--- config.mk ---
export PLATFORM = sky130hd
export DESIGN_NAME = activity_sleep_ctrl
export DESIGN_NICKNAME = d
export VERILOG_FILES = /design/src/rtl/sleep_ctrl_pkg.sv /design/src/rtl/sleep_ctrl_datapath.sv /design/src/rtl/sleep_ctrl_control.sv /design/src/rtl/activity_sleep_ctrl.sv
export SDC_FILE = /design/constraint.sdc
export NUM_CORES = 1
export LEC_CHECK = 0
export BUFFER_PORTS_ARGS = -buffer_cell sky130_fd_sc_hd__buf_2
export CORE_MARGIN = 1
export CORE_UTILIZATION = 54
export CTS_BUF_LIST = sky130_fd_sc_hd__clkbuf_8
export CTS_CLUSTER_SIZE = 25
export DETAILED_ROUTE_END_ITERATION = 10
export PLACE_DENSITY_LB_ADDON = 0.3
export SYNTH_ARGS = -nofsm -noshare
export SYNTH_HDL_FRONTEND = slang
export SYNTH_HIERARCHICAL = 1
export SYNTH_SLANG_ARGS = --single-unit
--- constraint.sdc ---
create_clock -name clk -period 2.05 [get_ports clk]
set_input_delay 0.41 -clock clk [delete_from_list [all_inputs] [get_ports clk]]
set_output_delay 0.41 -clock clk [all_outputs]
set_load 0.02 [all_outputs]
--- src/rtl/sleep_ctrl_pkg.sv ---
`timescale 1ns/1ps
package sleep_ctrl_pkg;
  typedef enum logic {
    MODE_ACTIVE  = 1'b0,
    MODE_STANDBY = 1'b1
  } mode_e;

  // control -> datapath
  typedef struct packed {
    logic loadTimer;
  } ctrl_strobe_t;

  // datapath -> control
  typedef struct packed {
    logic anyChange;
    logic timerZero;
  } dp_status_t;
endpackage

--- src/rtl/sleep_ctrl_datapath.sv ---
`timescale 1ns/1ps
module sleep_ctrl_datapath
  import sleep_ctrl_pkg::*;
#(
  parameter int BUS_W = 8,
  parameter int CNT_W = 4
) (
  input  logic             clk,
  input  logic             rstN,
  input  logic [BUS_W-1:0] busIn,
  input  logic [CNT_W-1:0] windowLen,
  input  ctrl_strobe_t     strobe,
  output dp_status_t       status
);
  localparam logic [CNT_W-1:0] CNT_ZERO = '0;
  localparam logic [CNT_W-1:0] CNT_ONE  = CNT_W'(1);

  logic [BUS_W-1:0] busQ;
  logic [BUS_W-1:0] busPrev;
  logic [BUS_W-1:0] bitDiff;
  logic [CNT_W-1:0] count;

  // capture and one-cycle history
  always_ff @(posedge clk or negedge rstN) begin
    if (!rstN) begin
      busQ    <= '0;
      busPrev <= '0;
    end else begin
      busQ    <= busIn;
      busPrev <= busQ;
    end
  end

  // per-bit transition flags
  for (genvar i = 0; i < BUS_W; i++) begin : g_diff
    assign bitDiff[i] = busQ[i] ^ busPrev[i];
  end

  // retriggerable down-counter
  always_ff @(posedge clk or negedge rstN) begin
    if (!rstN) begin
      count <= CNT_ZERO;
    end else if (strobe.loadTimer) begin
      count <= windowLen;
    end else if (count != CNT_ZERO) begin
      count <= count - CNT_ONE;
    end
  end

  assign status.anyChange = |bitDiff;
  assign status.timerZero = (count == CNT_ZERO);
endmodule

--- src/rtl/sleep_ctrl_control.sv ---
`timescale 1ns/1ps
module sleep_ctrl_control
  import sleep_ctrl_pkg::*;
(
  input  logic         clk,
  input  logic         rstN,
  input  logic         speedMode,
  input  dp_status_t   status,
  output ctrl_strobe_t strobe,
  output logic         isActive,
  output logic         wakePulse,
  output logic         holdOutputs
);
  mode_e mode;
  mode_e modeNext;
  logic  firstCycle;
  logic  loadReq;
  logic  wakeNext;

  always_comb begin
    modeNext = mode;
    loadReq  = 1'b0;
    wakeNext = 1'b0;
    case (mode)
      MODE_ACTIVE: begin
        loadReq = status.anyChange | firstCycle;
        if (!speedMode && status.timerZero && !loadReq) begin
          modeNext = MODE_STANDBY;
        end
      end
      MODE_STANDBY: begin
        if (status.anyChange || speedMode) begin
          modeNext = MODE_ACTIVE;
          loadReq  = 1'b1;
          wakeNext = 1'b1;
        end
      end
      default: modeNext = MODE_ACTIVE;
    endcase
  end

  always_ff @(posedge clk or negedge rstN) begin
    if (!rstN) begin
      mode        <= MODE_ACTIVE;
      firstCycle  <= 1'b1;
      wakePulse   <= 1'b0;
      holdOutputs <= 1'b0;
    end else begin
      mode        <= modeNext;
      firstCycle  <= 1'b0;
      wakePulse   <= wakeNext;
      holdOutputs <= (modeNext == MODE_STANDBY);
    end
  end

  assign strobe.loadTimer = loadReq;
  assign isActive         = (mode == MODE_ACTIVE);
endmodule

--- src/rtl/activity_sleep_ctrl.sv ---
`timescale 1ns/1ps
module activity_sleep_ctrl
  import sleep_ctrl_pkg::*;
#(
  parameter int BUS_W = 8,
  parameter int CNT_W = 4
) (
  input  logic             clk,
  input  logic             rstN,
  input  logic [BUS_W-1:0] busIn,
  input  logic [CNT_W-1:0] windowLen,
  input  logic             speedMode,
  output logic             isActive,
  output logic             wakePulse,
  output logic             holdOutputs
);
  ctrl_strobe_t ctrlStrobe;
  dp_status_t   dpStatus;

  sleep_ctrl_datapath #(
    .BUS_W(BUS_W),
    .CNT_W(CNT_W)
  ) u_datapath (
    .clk      (clk),
    .rstN     (rstN),
    .busIn    (busIn),
    .windowLen(windowLen),
    .strobe   (ctrlStrobe),
    .status   (dpStatus)
  );

  sleep_ctrl_control u_control (
    .clk        (clk),
    .rstN       (rstN),
    .speedMode  (speedMode),
    .status     (dpStatus),
    .strobe     (ctrlStrobe),
    .isActive   (isActive),
    .wakePulse  (wakePulse),
    .holdOutputs(holdOutputs)
  );
endmodule

==> results of run 1 <==
[through the flow]
stage	power, mW	setup slack, ns	hold slack (ns)
after CTS	0.8050	0.3069	0.1102
after detailed placement	0.5486	0.3184	0.3777
after floorplan	0.5212	0.3882	0.1144
after global placement	0.5470	0.3155	0.3792
final	0.7933	0.2943	0.1032
after global routing	0.8342	0.2114	0.1397
[per-layer routing]
metal | share of wire (%) | routed length [µm] | GRT usage, %
met5 | 0 | 0 | 0
met3 | 7.2 | 80 | 6.957
met4 | 1.3 | 14 | 5.806
met2 | 47 | 517 | 20.31
met1 | 45 | 496 | 21.15
[worst paths after layout]
| path | start | end | slack [ns] | cells after the start |
|---|---|---|---|---|
| min | rstN | u_datapath/busPrev[4] | 0.10 | 1 |
| max | u_datapath/busPrev[1] | u_datapath/count[3] | 0.29 | 5 |
| min reg2reg | u_datapath/busQ[1] | u_datapath/busPrev[1] | 0.39 | 0 |
| max reg2reg | u_datapath/busPrev[1] | u_datapath/count[3] | 0.29 | 5 |
| max in group asynchronous | rstN | u_control/firstCycle | 1.60 | 1 |
| min in group clk | busIn[4] | u_datapath/busQ[4] | 0.26 | 1 |
[placed cells by master, fill, tap and decap left out, types with 2 or more instances in the layout]
cell / n
dfrtp_1: 22
buf_2: 17
xor2_1: 8
inv_1: 4
clkbuf_8: 3
nand2_1: 3
nor2_1: 2
nor4_1: 2
mux2i_1: 2
nor3_1: 2
[cells by family after synthesis]
| kind of cell | synth area share [%] |
|---|---|
| adder cells (fa/ha/maj) | 1.488 |
| flip-flops | 68.60 |
| AND/OR/NAND/NOR | 10.27 |
| multiplexers | 3.720 |
| buffers and inverters | 1.785 |
| other | 0.4460 |
| XOR/XNOR | 9.376 |
| AO/OA/AOI/OAI | 4.315 |
[cell type report]
| cell class | instances | area [µm²] | area share (%) |
|---|---|---|---|
| Clock buffer | 3 | 41.29 | 4.188 |
| Clock inverter | 1 | 3.754 | 0.3807 |
| Inverter | 3 | 11.26 | 1.142 |
| Multi-Input combinational cell | 33 | 249.0 | 25.25 |
| Sequential cell | 23 | 576.8 | 58.50 |
| Tap cell | 15 | 18.77 | 1.904 |
| Timing Repair Buffer | 17 | 85.08 | 8.629 |
[flip-flops by register name (all words and copies together) (netlist names)]
register	count
u_datapath/busPrev	8
u_control/wakePulse	1
u_datapath/count	4
u_control/firstCycle	1
u_datapath/busQ	8
u_control/mode	1
[power breakdown]
part	leakage (nW)	total (mW)	switching [mW]	internal (mW)
Clock	0.0269	0.255	0.121	0.133
Combinational	0.172	0.0501	0.0240	0.0261
Sequential	0.272	0.489	0.0130	0.476
[critical path, delay by kind of cell, from the launching register on]
kind             cells  cell delay (ns)
XOR/XNOR             1             0.16
flip-flops           1             0.38
AND/OR/NAND/NOR      2             0.42
AO/OA/AOI/OAI        2             0.69
==> results.yml, run 1 <==
outcome:
  outcome: "finished clean"
synth:
  synth_flop_cell: "dfrtp_1"
  yosys_warnings: 6
  avgSynthCellArea_um2: 14.01
  synth_edf_count: 0
  ys_types: 24
  yosysSeqAreaShare_pct: 68.60
  netlist_instances: 60
  synth_most_common_cell: "dfrtp_1"
  synth_top_area_cell: "dfrtp_1"
  syn_area_um2: 840.8
  synth.top_cell.area_share_pct: 65.48
  synth_top_cells_by_area: "dfrtp_1, xor2_1, dfstp_2, mux2i_1, nor3b_4"
  synth_common_cells: "dfrtp_1, xor2_1, inv_1, nand2_1"
  synthesis.nets: 76
  async_flop_share_pct: 100.0
  ys_ff_latch: 23
run:
  drv_cap: 0
clock_network:
  root_buffer: "clkbuf_8"
  post_cts_buffers: 0
  cts_buffers: 3
  h-tree-depth: 1
  clock-sinks: 23
  ctsHoldBuffers: 0
  clk_path_buf_depth: 2
  ctsResizeCount: 0
  cts_tree: "done"
  cts.reportedPaths.clkPinSlew_ns: 0.07
  insertion_delay_ns: 0.25
routing:
  first_iter_violations: 7
  dr_total_vias: 484
  antenna_left: 0
  routedWlPerCell_um: 11.66
  vias_per_cell: 5.095
  first_pass_iters: 4
  drc_errors: 0
  drt-total-wl_um: 1108
finish:
  final_nets: 97
  area_delta_synth_final_pct: 17.26
  n_antenna_cell: 0
  post_route_cells_drive_above_1_share_pct: 28.75
  fin_cells: 95
  utilization_pct: 72.16
  stdcell_area_um2: 985.9
  n_fill_cell: 98
timing:
  period_minus_slack_ns: 1.756
  period_share_pct: 85.64
  skew_ns: 0.001624
  fin_setup_tns_ns: 0
  hold_violations: 0
  drv_slew: 0
  rsz0062_at_grt: "no"
  clock.fmax_mhz: 569.6
  setup_viol: 0
global_routing:
  grt_pass1_vias: 431
  overflow: 0
  grt_max_degree: 24
  track_usage_pct: 15.01
  grt_pass1_wl_um: 1883
  antenna_found_initial: 0
floorplan:
  start_util_pct: 61.54
  io_pins: 18
  die_width_um: 41.46
  die_h_um: 41.46
  core_area_um2: 1366
  rows: 13
  die_area_um2: 1719
worst_setup_path:
  endpoint_kind: "register"
  cp_slowest_stage_delay_ns: 0.38
  worstSetupPathType: "reg2reg"
  cp_slowest_cell: "dfrtp_1"
  start_kind: "register"
  arrival_ns: 1.89
  critPathMaxFanout: 8
  cp_data_required_time_ns: 2.19
  path_cells: "xor2_1 -> nor4_1 -> nand2_1 -> a211o_1 -> a221o_1"
hold_path:
  hold_class: "in2async"
power_and_ir_drop:
  irDropWorstVdd_mv: 0.7234
  power.leakage_nw: 0.4709
  powerDensity_nw_per_um2: 804.6
placement:
  place_inst: 91
  io_buffers: 17
  dp_hpwl_um: 840.3
  place.gp.congestion: 0.7341
  post_dp_cell_area_um2: 940.9
Note: power is estimated with default switching activity, not from simulation.
==> inputs of run 2 (changes only) <==
REMOVE_ABC_BUFFERS = 1   (was default)
==> results.yml, run 2 (synthesized netlist as in run 1, its figures left out) <==
worst_setup_path:
  start_kind: "register"
  arrival_ns: 1.93
  crit_family: "compound AO/OA/AOI/OAI gates"
  critPathMaxFanout: 8
  critPathBufInv: 0
  rr_worst_depth: 5
  rrSetupSlack_ns: 0.26
  worstSetupPathType: "reg2reg"
  cp_slowest_stage_delay_ns: 0.38
  path_cells: "xor2_1 -> nor4_1 -> nand2_1 -> a211o_1 -> a221o_1"
  endpoint_kind: "register"
  cp_slowest_cell: "dfrtp_1"
  r2r-start: "u_datapath/busPrev[1]"
  r2r-end: "u_datapath/count[3]"
  cp_data_required_time_ns: 2.19
routing:
  drc_errors: 0
  first_iter_violations: 3
  first_pass_iters: 4
  routedWlPerCell_um: 12.57
  drt-total-wl_um: 1194
  antenna_left: 0
  vias_per_cell: 5.168
  dr_total_vias: 491
placement:
  post-place-ws_ns: 0.3043
  dp_hpwl_um: 874.1
  io_buffers: 17
  post_dp_cell_area_um2: 940.9
  place_inst: 91
  place.gp.congestion: 0.7476
timing:
  period_minus_slack_ns: 1.787
  rsz0062_at_grt: "no"
  setup_viol: 0
  fin_ws_ns: 0.2630
  skew_ns: 0.004274
  drv_slew: 0
  hold_violations: 0
  period_share_pct: 87.17
  clock.fmax_mhz: 559.6
  whs_ns: 0.1040
  fin_setup_tns_ns: 0
floorplan:
  die_h_um: 41.46
  die_width_um: 41.46
  die_area_um2: 1719
  start_util_pct: 61.54
  io_pins: 18
  core_area_um2: 1366
  rows: 13
power_and_ir_drop:
  powerDensity_nw_per_um2: 811.1
  finalPower_mw: 0.7997
  power.leakage_nw: 0.4709
  irDropWorstVdd_mv: 0.5122
finish:
  layout_common_cells: "dfrtp_1, buf_2, xor2_1"
  fin_cells: 95
  top_regs: "u_datapath/busPrev x8, u_datapath/busQ x8, u_datapath/count x4"
  utilization_pct: 72.16
  n_antenna_cell: 0
  stdcell_area_um2: 985.9
  final_nets: 97
  area_delta_synth_final_pct: 17.26
  post_route_cells_drive_above_1_share_pct: 28.75
  final_common_cell: "dfrtp_1"
global_routing:
  grt_max_degree: 24
  grt_pass1_wl_um: 2007
  grt_pass1_vias: 452
  overflow: 0
  antenna_found_initial: 0
  track_usage_pct: 16.56
clock_network:
  post_cts_buffers: 0
  ctsResizeCount: 0
  cts_tree: "done"
  clock-sinks: 23
  root_buffer: "clkbuf_8"
  h-tree-depth: 1
  cts_buffers: 3
  ctsHoldBuffers: 0
  clk_path_buf_depth: 2
  cts.reportedPaths.clkPinSlew_ns: 0.07
  insertion_delay_ns: 0.26
run:
  drv_cap: 0
outcome:
  outcome: "finished clean"
hold_path:
  hold_class: "in2async"
## run 2: cell counts in the layout (fill, tap and decap cells not counted)
Identical to the previous run, type by type.
## run 2: worst max path at each step
stage                                startpoint  cells past startpoint  slack [ns]                  end
final                     u_datapath/busPrev[1]                      5        0.26  u_datapath/count[3]
after global routing      u_datapath/busPrev[1]                      5        0.16  u_datapath/count[3]
after CTS                 u_datapath/busPrev[5]                      5        0.29  u_datapath/count[3]
after global placement    u_datapath/busPrev[5]                      5        0.31  u_datapath/count[3]
after detailed placement  u_datapath/busPrev[5]                      5        0.30  u_datapath/count[3]
after floorplan           u_datapath/busPrev[1]                      5        0.45  u_datapath/count[3]
## run 2: power breakdown
group	switching (mW)	total, mW	internal (mW)
combinational	0.0254	0.0515	0.0261
clock	0.126	0.259	0.133
sequential	0.0133	0.489	0.476
## run 2: per-layer routing
metal / vias to the layer above / track usage (%) / part of all wire [%]
met5: - / 0 / 0
met4: 0 / 9.677 / 2.3
met3: 4 / 5.652 / 5.0
met2: 18 / 24.06 / 51
met1: 232 / 21.65 / 42
li1: 237 / - / -
## run 2: cell type report
class                      count  area [µm²]
sequential                    23       576.8
fill                          97       380.4
multi-input combinational     33       249.0
timing repair buffer          17       85.08
clock buffer                   3       41.29
tap                           15       18.77
inverter                       3       11.26
clock inverter                 1       3.754
